### src/rtl/eil_pkg.sv
package eil_pkg;
  localparam int unsigned AW = 3;
  localparam logic [AW-1:0] OFS_RISE = 3'd0;
  localparam logic [AW-1:0] OFS_FALL = 3'd1;
  localparam logic [AW-1:0] OFS_SWT  = 3'd2;
  localparam logic [AW-1:0] OFS_MASK = 3'd3;
  localparam logic [AW-1:0] OFS_PEND = 3'd4;

  // edge hit of one line from two consecutive samples
  function automatic logic line_hit(logic cur, logic prev, logic rsel, logic fsel);
    return (rsel & cur & ~prev) | (fsel & ~cur & prev);
  endfunction

  // next value of one pending flag; a set beats a same-edge clear
  function automatic logic pend_next(logic cur, logic set, logic clr);
    return set | (cur & ~clr);
  endfunction
endpackage

### src/rtl/eil_edge_det.sv
module eil_edge_det
  import eil_pkg::*;
#(
  parameter int unsigned N           = 16,
  parameter int unsigned SYNC_STAGES = 2
) (
  input  logic         clk,
  input  logic         rst_n,
  input  logic [N-1:0] line_in,
  input  logic [N-1:0] rise_sel,
  input  logic [N-1:0] fall_sel,
  output logic [N-1:0] hw_hit
);
  for (genvar gi = 0; gi < N; gi++) begin : g_line
    logic [SYNC_STAGES-1:0] sh_q;
    logic                   prev_q;

    always_ff @(posedge clk or negedge rst_n) begin
      if (!rst_n) begin
        sh_q   <= '0;
        prev_q <= 1'b0;
      end else begin
        sh_q   <= {sh_q[SYNC_STAGES-2:0], line_in[gi]};
        prev_q <= sh_q[SYNC_STAGES-1];
      end
    end

    assign hw_hit[gi] = line_hit(sh_q[SYNC_STAGES-1], prev_q, rise_sel[gi], fall_sel[gi]);
  end
endmodule

### src/rtl/eil_regfile.sv
module eil_regfile
  import eil_pkg::*;
#(
  parameter int unsigned N = 16
) (
  input  logic          clk,
  input  logic          rst_n,
  input  logic [AW-1:0] reg_addr,
  input  logic          reg_wr,
  input  logic [N-1:0]  reg_wdata,
  input  logic [N-1:0]  pend,
  output logic [N-1:0]  reg_rdata,
  output logic [N-1:0]  rise_sel,
  output logic [N-1:0]  fall_sel,
  output logic [N-1:0]  mask,
  output logic [N-1:0]  sw_q,
  output logic [N-1:0]  pend_clr,
  output logic          sw_wr
);
  logic wr_rise, wr_fall, wr_mask, wr_pend;

  assign wr_rise = reg_wr && (reg_addr == OFS_RISE);
  assign wr_fall = reg_wr && (reg_addr == OFS_FALL);
  assign wr_mask = reg_wr && (reg_addr == OFS_MASK);
  assign wr_pend = reg_wr && (reg_addr == OFS_PEND);
  assign sw_wr   = reg_wr && (reg_addr == OFS_SWT);

  assign pend_clr = wr_pend ? reg_wdata : '0;

  always_ff @(posedge clk or negedge rst_n) begin
    if (!rst_n) begin
      rise_sel <= '0;
      fall_sel <= '0;
      mask     <= '0;
      sw_q     <= '0;
    end else begin
      if (wr_rise) rise_sel <= reg_wdata;
      if (wr_fall) fall_sel <= reg_wdata;
      if (wr_mask) mask     <= reg_wdata;
      // software trigger lives one cycle and clears itself
      sw_q <= sw_wr ? reg_wdata : '0;
    end
  end

  always_comb begin
    unique case (reg_addr)
      OFS_RISE: reg_rdata = rise_sel;
      OFS_FALL: reg_rdata = fall_sel;
      OFS_SWT:  reg_rdata = sw_q;
      OFS_MASK: reg_rdata = mask;
      OFS_PEND: reg_rdata = pend;
      default:  reg_rdata = '0;
    endcase
  end
endmodule

### src/rtl/eil_pend.sv
module eil_pend
  import eil_pkg::*;
#(
  parameter int unsigned N = 16
) (
  input  logic         clk,
  input  logic         rst_n,
  input  logic [N-1:0] trig,
  input  logic [N-1:0] mask,
  input  logic [N-1:0] clr,
  output logic [N-1:0] set,
  output logic [N-1:0] pend
);
  assign set = trig & mask;

  for (genvar gi = 0; gi < N; gi++) begin : g_flag
    always_ff @(posedge clk or negedge rst_n) begin
      if (!rst_n) pend[gi] <= 1'b0;
      else        pend[gi] <= pend_next(pend[gi], set[gi], clr[gi]);
    end
  end
endmodule

### src/rtl/eil_ctrl.sv
module eil_ctrl
  import eil_pkg::*;
#(
  parameter int unsigned N           = 16,
  parameter int unsigned SYNC_STAGES = 2
) (
  input  logic          clk,
  input  logic          rst_n,
  input  logic [N-1:0]  line_in,
  input  logic [AW-1:0] reg_addr,
  input  logic          reg_wr,
  input  logic [N-1:0]  reg_wdata,
  output logic [N-1:0]  reg_rdata,
  output logic [N-1:0]  trig_pulse,
  output logic [N-1:0]  irq,
  output logic          wake_req
);
  logic [N-1:0] rise_sel, fall_sel, mask_q, sw_q;
  logic [N-1:0] hw_hit, trig, pend_q, pend_set, pend_clr;
  logic         sw_wr;

  eil_edge_det #(.N(N), .SYNC_STAGES(SYNC_STAGES)) u_edge (
    .clk      (clk),
    .rst_n    (rst_n),
    .line_in  (line_in),
    .rise_sel (rise_sel),
    .fall_sel (fall_sel),
    .hw_hit   (hw_hit)
  );

  eil_regfile #(.N(N)) u_regs (
    .clk       (clk),
    .rst_n     (rst_n),
    .reg_addr  (reg_addr),
    .reg_wr    (reg_wr),
    .reg_wdata (reg_wdata),
    .pend      (pend_q),
    .reg_rdata (reg_rdata),
    .rise_sel  (rise_sel),
    .fall_sel  (fall_sel),
    .mask      (mask_q),
    .sw_q      (sw_q),
    .pend_clr  (pend_clr),
    .sw_wr     (sw_wr)
  );

  // software trigger merges with the edge before the mask
  assign trig = hw_hit | sw_q;

  eil_pend #(.N(N)) u_pend (
    .clk   (clk),
    .rst_n (rst_n),
    .trig  (trig),
    .mask  (mask_q),
    .clr   (pend_clr),
    .set   (pend_set),
    .pend  (pend_q)
  );

  assign trig_pulse = trig;
  assign irq        = pend_q & mask_q;
  assign wake_req   = |(trig | pend_q);
endmodule

### config.mk
export PLATFORM = sky130hd
export DESIGN_NAME = eil_ctrl
export DESIGN_NICKNAME = d
export VERILOG_FILES = /design/src/rtl/eil_pkg.sv /design/src/rtl/eil_edge_det.sv /design/src/rtl/eil_regfile.sv /design/src/rtl/eil_pend.sv /design/src/rtl/eil_ctrl.sv
export SDC_FILE = /design/constraint.sdc
export NUM_CORES = 1
export LEC_CHECK = 0
export ABC_CLOCK_PERIOD_IN_PS = 3700
export BUFFER_PORTS_ARGS = -buffer_cell sky130_fd_sc_hd__buf_2
export CAP_MARGIN = 20
export CELL_PAD_IN_SITES_DETAIL_PLACEMENT = 1
export CELL_PAD_IN_SITES_GLOBAL_PLACEMENT = 1
export CORE_MARGIN = 5
export CORE_UTILIZATION = 49
export DETAILED_ROUTE_END_ITERATION = 6
export GPL_TIMING_DRIVEN = 0
export PLACE_DENSITY_LB_ADDON = 0.1
export REMOVE_ABC_BUFFERS = 1
export SETUP_SLACK_MARGIN = 0.15
export SKIP_CTS_REPAIR_TIMING = 1
export SYNTH_ARGS = -nofsm -noshare
export SYNTH_HDL_FRONTEND = slang
export SYNTH_SLANG_ARGS = --single-unit
### constraint.sdc
create_clock -name clk -period 3.7 [get_ports clk]
set_input_delay 0.555 -clock clk [delete_from_list [all_inputs] [get_ports clk]]
set_output_delay 0.555 -clock clk [all_outputs]
set_load 0.01 [all_outputs]
Yosys cells after proc, flatten, opt, wreduce, memory -nomap -nowiden:

Index checks and enable logic that the tools add are counted.

* bits in registers: 128

* muxes and demuxes: 3
* reduce and logical (&&, ||, !) cells: 7
* bitwise gates (word level): 164
* equal/unequal tests: 4

Operators by type and width (count)
* $and A1 B1 Y1: 80
* $pmux W16 S5: 1
* $not A1 Y1: 48
* $and A16 B16 Y16: 2
* $mux W16: 2
* $or A1 B1 Y1: 32
* $or A16 B16 Y16: 2
* $reduce_or A16 Y1: 1
* $eq A3 B2 Y1 const B: 2
* $logic_and A1 B1 Y1: 5
* $eq A3 B1 Y1 const B: 1
* $eq A3 B3 Y1 const B: 1
* $logic_not A3 Y1: 1

Depth between registers and ports, before layout:

* depth in word-level cells: 7
* gate-level depth with buffers: 7

Modules after synthesis:

A second synthesis with hierarchy kept.

* cell total of the unflattened synthesis: 446
* area, all modules: 5529.1 µm²

By module, submodules not included
* eil_regfile: area each 3076.7 µm², cells each 238, times used 1
* eil_edge_det: area each 1423.9 µm², cells each 96, times used 1
* eil_pend: area each 720.7 µm², cells each 64, times used 1
* eil_ctrl: area each 307.8 µm², cells each 48, times used 1

Least setup slack after synthesis:

OpenSTA, ideal clock, no wires.

* path type: input port to output port
* start: input port reg_addr[1]
* end: output port reg_rdata[10]
* required time: 3.145 ns
* cell stages on the path: 6
* slack: 1.527 ns
* arrival time: 1.618 ns
* cells stage by stage: buf_4 -> buf_6 -> buf_4 -> mux2i_1 -> o21ai_0 -> a221o_1

* cells in the longest elaborated chain, start to end: 2
* elaborated cells between the ends (all ways): 6
* classes of those cells: 4 x eq/ne; 1 x mux; 1 x reduce/logical

RTL lines
* start: declaration: line eil_ctrl.sv:10 `input logic [AW-1:0] reg_addr,`
* $eq A3 B3 Y1 (tied with other cells): line eil_regfile.sv:46 `unique case (reg_addr)`
* $pmux W16 S5 *: line eil_regfile.sv:46
* end: declaration: line eil_ctrl.sv:13 `output logic [N-1:0] reg_rdata,`

Mark *: on every way between the ends. The rest lies on a longest branch, timed or not.

Final worst setup path:

* start: input port reg_addr[1]
* end: output port reg_rdata[0]

The elaborated chain is that of the path after synthesis.

==> impl_metrics.json <==
{
  "r2r_end": "u_pend.pend[10]$_DFF_PN0_",
  "drive_gt1_frac": 0.343,
  "required_ns": 3.14,
  "fin_crit_ns": 3.22,
  "cp-end-kind": "primary output",
  "max_freq_ghz": 0.310,
  "wire_per_inst_um": 21.3,
  "cpPeakStageDelay_ns": 0.87,
  "cellInternalPower_mw": 2.89,
  "maxSlewViolCount": 0,
  "arrival_ns": 2.67,
  "dp_hpwl_um": 8770,
  "worst-path-buf-inv": 3,
  "hold_slack_ns": 0.125,
  "async_reset_ff_frac": 1.00,
  "clk_latency_ns": 0.53,
  "critPathLaunchType": "input port",
  "p_leak_nw": 2.98,
  "cp_slowest_cell": "nor3b_2",
  "yosysWarnings": 0,
  "overflow": 0,
  "hold_viol": 0,
  "fillCellCount": 1095,
  "power.switching_mw": 1.13,
  "grt_max_degree": 84,
  "root_buffer": "clkbuf_8",
  "track_usage": 0.236,
  "power_density_nw_per_um2": 629,
  "synth_area_um2": 5290,
  "postRouteWirelength_um": 13900,
  "nNetsFinal": 538,
  "syn2layout_area_growth_pct": 21.0,
  "pin_count": 87,
  "die_h_um": 114,
  "p_comb_frac": 0.166,
  "ys_types": 34,
  "worstMarginPinSlew_ns": 1.16,
  "dieArea_um2": 13000,
  "cts_tree": "done",
  "antenna_cells": 0,
  "io_buffer_count": 86,
  "cts_buffers": 17,
  "drt_iter0_drc": 193,
  "synth-main-ff-cell": "dfrtp_1",
  "path_max_fanout": 24,
  "instances_no_fill": 653,
  "setup.worst_path.end": "reg_rdata[0]",
  "gp_congestion": 0.750,
  "cpMostUsedCell": "buf_2",
  "synth_seq_cells": 128,
  "maxCapViolCount": 0,
  "hold_depth": 1,
  "path_class": "in2out",
  "design_area_um2": 6390,
  "r2r_cells": 3,
  "peakVddDrop_uv": 416,
  "synth_area_per_cell_um2": 12.9,
  "period_share": 0.871,
  "h-tree-depth": 4,
  "start_util": 0.494,
  "core_um2": 10700,
  "dr.pass1.iters": 4,
  "via_per_inst": 5.66,
  "switching_share": 0.280,
  "regToRegSetupSlack_ns": 2.53,
  "antenna_found_initial": 0,
  "grt_pass1_wl_um": 22800,
  "cts_buffer_depth": 2,
  "sequentialPowerShare": 0.448,
  "final-setup-viol-count": 0,
  "synth-edff-count": 0,
  "hold_class": "in2reg",
  "status": "completed",
  "die_w_um": 114,
  "ant_nets": 0,
  "syn_inst": 409,
  "rows": 38,
  "fin_skew_ns": 0.00569,
  "placed_cell_area_um2": 5830,
  "clk_pin_slew_ns": 0.06,
  "grt_pass1_vias": 4084,
  "yosysSeqAreaShare": 0.606,
  "crit_path_cell_trace": "buf_2 -> nor3b_2 -> buf_8 -> a221o_1 -> buf_2",
  "place_inst": 620,
  "routed-via-count": 3699,
  "numClockSinks": 128,
  "slew_headroom": 0.224,
  "drc": 0,
  "rsz0062_at_grt": "false",
  "clkPwrFrac": 0.387,
  "r2r_start": "u_edge.g_line[10].sh_q[1]$_DFF_PN0_",
  "crit_start": "reg_addr[1]",
  "cp_top_family": "buffers and inverters",
  "min_from": "line_in[15]",
  "path_depth": 5
}
layout by cell type (no fill, tap or decap), drive strengths merged, types with 2 or more instances in the layout:
cell      count
clkbuf       21
nor3b         2
nand3b       16
nand2        49
nand4         3
a221o        15
nor2          3
inv          17
and3         17
mux2i        15
dfrtp       128
nor4          7
mux2         49
buf          89
nor3          2
o21ai        15
o211ai       16
clkinv        7
and2         17
a22o         16
clkinvlp      3
synthesized netlist by cell type, drive strengths merged, types with 2 or more instances:
master    n  share of area
nand3b   16          0.023
a22o     16          0.027
nor3b     2         0.0050
inv      17          0.013
clkbuf    7         0.0057
nand2    49          0.036
and3     17          0.020
and2     17          0.020
o211ai   16          0.023
a221o    15          0.028
nor4      7         0.0083
mux2i    15          0.028
nor2      3         0.0021
nand4     3         0.0064
dfrtp   128           0.61
buf      11          0.019
o21ai    15          0.014
nor3      2         0.0062
mux2     49           0.10
layer usage:
| layer | vias to the layer above | global-route usage | share of wire |
|---|---|---|---|
| met5 | - | 0 | 0 |
| met1 | 1929 | 0.295 | 0.43 |
| li1 | 1674 | - | - |
| met3 | 17 | 0.0690 | 0.041 |
| met4 | 0 | 0.0871 | 0.017 |
| met2 | 79 | 0.390 | 0.52 |
sequential cells by signal, summed over array words and instances (netlist names):
name	flops
u_regs.sw_q	16
u_edge.g_line.prev_q	16
u_pend.pend	16
u_regs.fall_sel	16
u_regs.rise_sel	16
u_regs.mask	16
u_edge.g_line.sh_q	32
power groups by stage:
stage / logic [mW] / clock network [mW] / registers, mW
detailed placement: 0.670 / 0 / 1.82
global route: 0.734 / 1.67 / 1.83
CTS: 0.680 / 1.59 / 1.80
finish: 0.666 / 1.55 / 1.80
floorplan: 0.402 / 0 / 1.75
global placement: 0.639 / 0 / 1.80
cells by family after synthesis:
family	after synthesis	share of synthesized area
flops	128	0.606
simple gates	117	0.129
compound gates	65	0.0956
mux	64	0.133
buf+inv	35	0.0369
worst min-delay path by stage:
stage                                          endpoint  slack (ns)
CTS                            u_pend.pend[8]$_DFF_PN0_       -0.06
detailed placement  u_edge.g_line[13].sh_q[1]$_DFF_PN0_        0.34
finish              u_edge.g_line[15].sh_q[0]$_DFF_PN0_        0.13
global placement     u_edge.g_line[7].sh_q[1]$_DFF_PN0_        0.33
floorplan             u_edge.g_line[0].prev_q$_DFF_PN0_        0.26
global route         u_edge.g_line[3].sh_q[0]$_DFF_PN0_        0.09
layout make-up:
type | instances | area (um^2) | share of cell area
multi-input combinational | 246 | 1890 | 0.296
timing repair buffer | 90 | 500 | 0.0783
clock inverter | 11 | 87.6 | 0.0137
inverter | 17 | 66.3 | 0.0104
clock buffer | 21 | 469 | 0.0734
sequential | 128 | 3200 | 0.501
tap | 140 | 175 | 0.0274
worst reg2reg max path: stages, from the launching register on:
cell      delay (ns)
dfrtp_1         0.40
nand3b_1        0.15
o211ai_1        0.20
a22o_1          0.30
stage by stage:
stage / util / power, mW / setup TNS [ns] / worst slack, ns
2_1_floorplan: - / 2.15 / 0 / 0.758
3_3_place_gp: 0.539 / 2.44 / -44.64 / -1.82
3_5_place_dp: 0.545 / 2.49 / 0 / 0.248
4_1_cts: 0.597 / 4.07 / 0 / 0.444
5_1_grt: 0.598 / 4.23 / 0 / 0.347
6_report: 0.598 / 4.02 / 0 / 0.477
No activity file was read; power rests on OpenSTA's default activity.
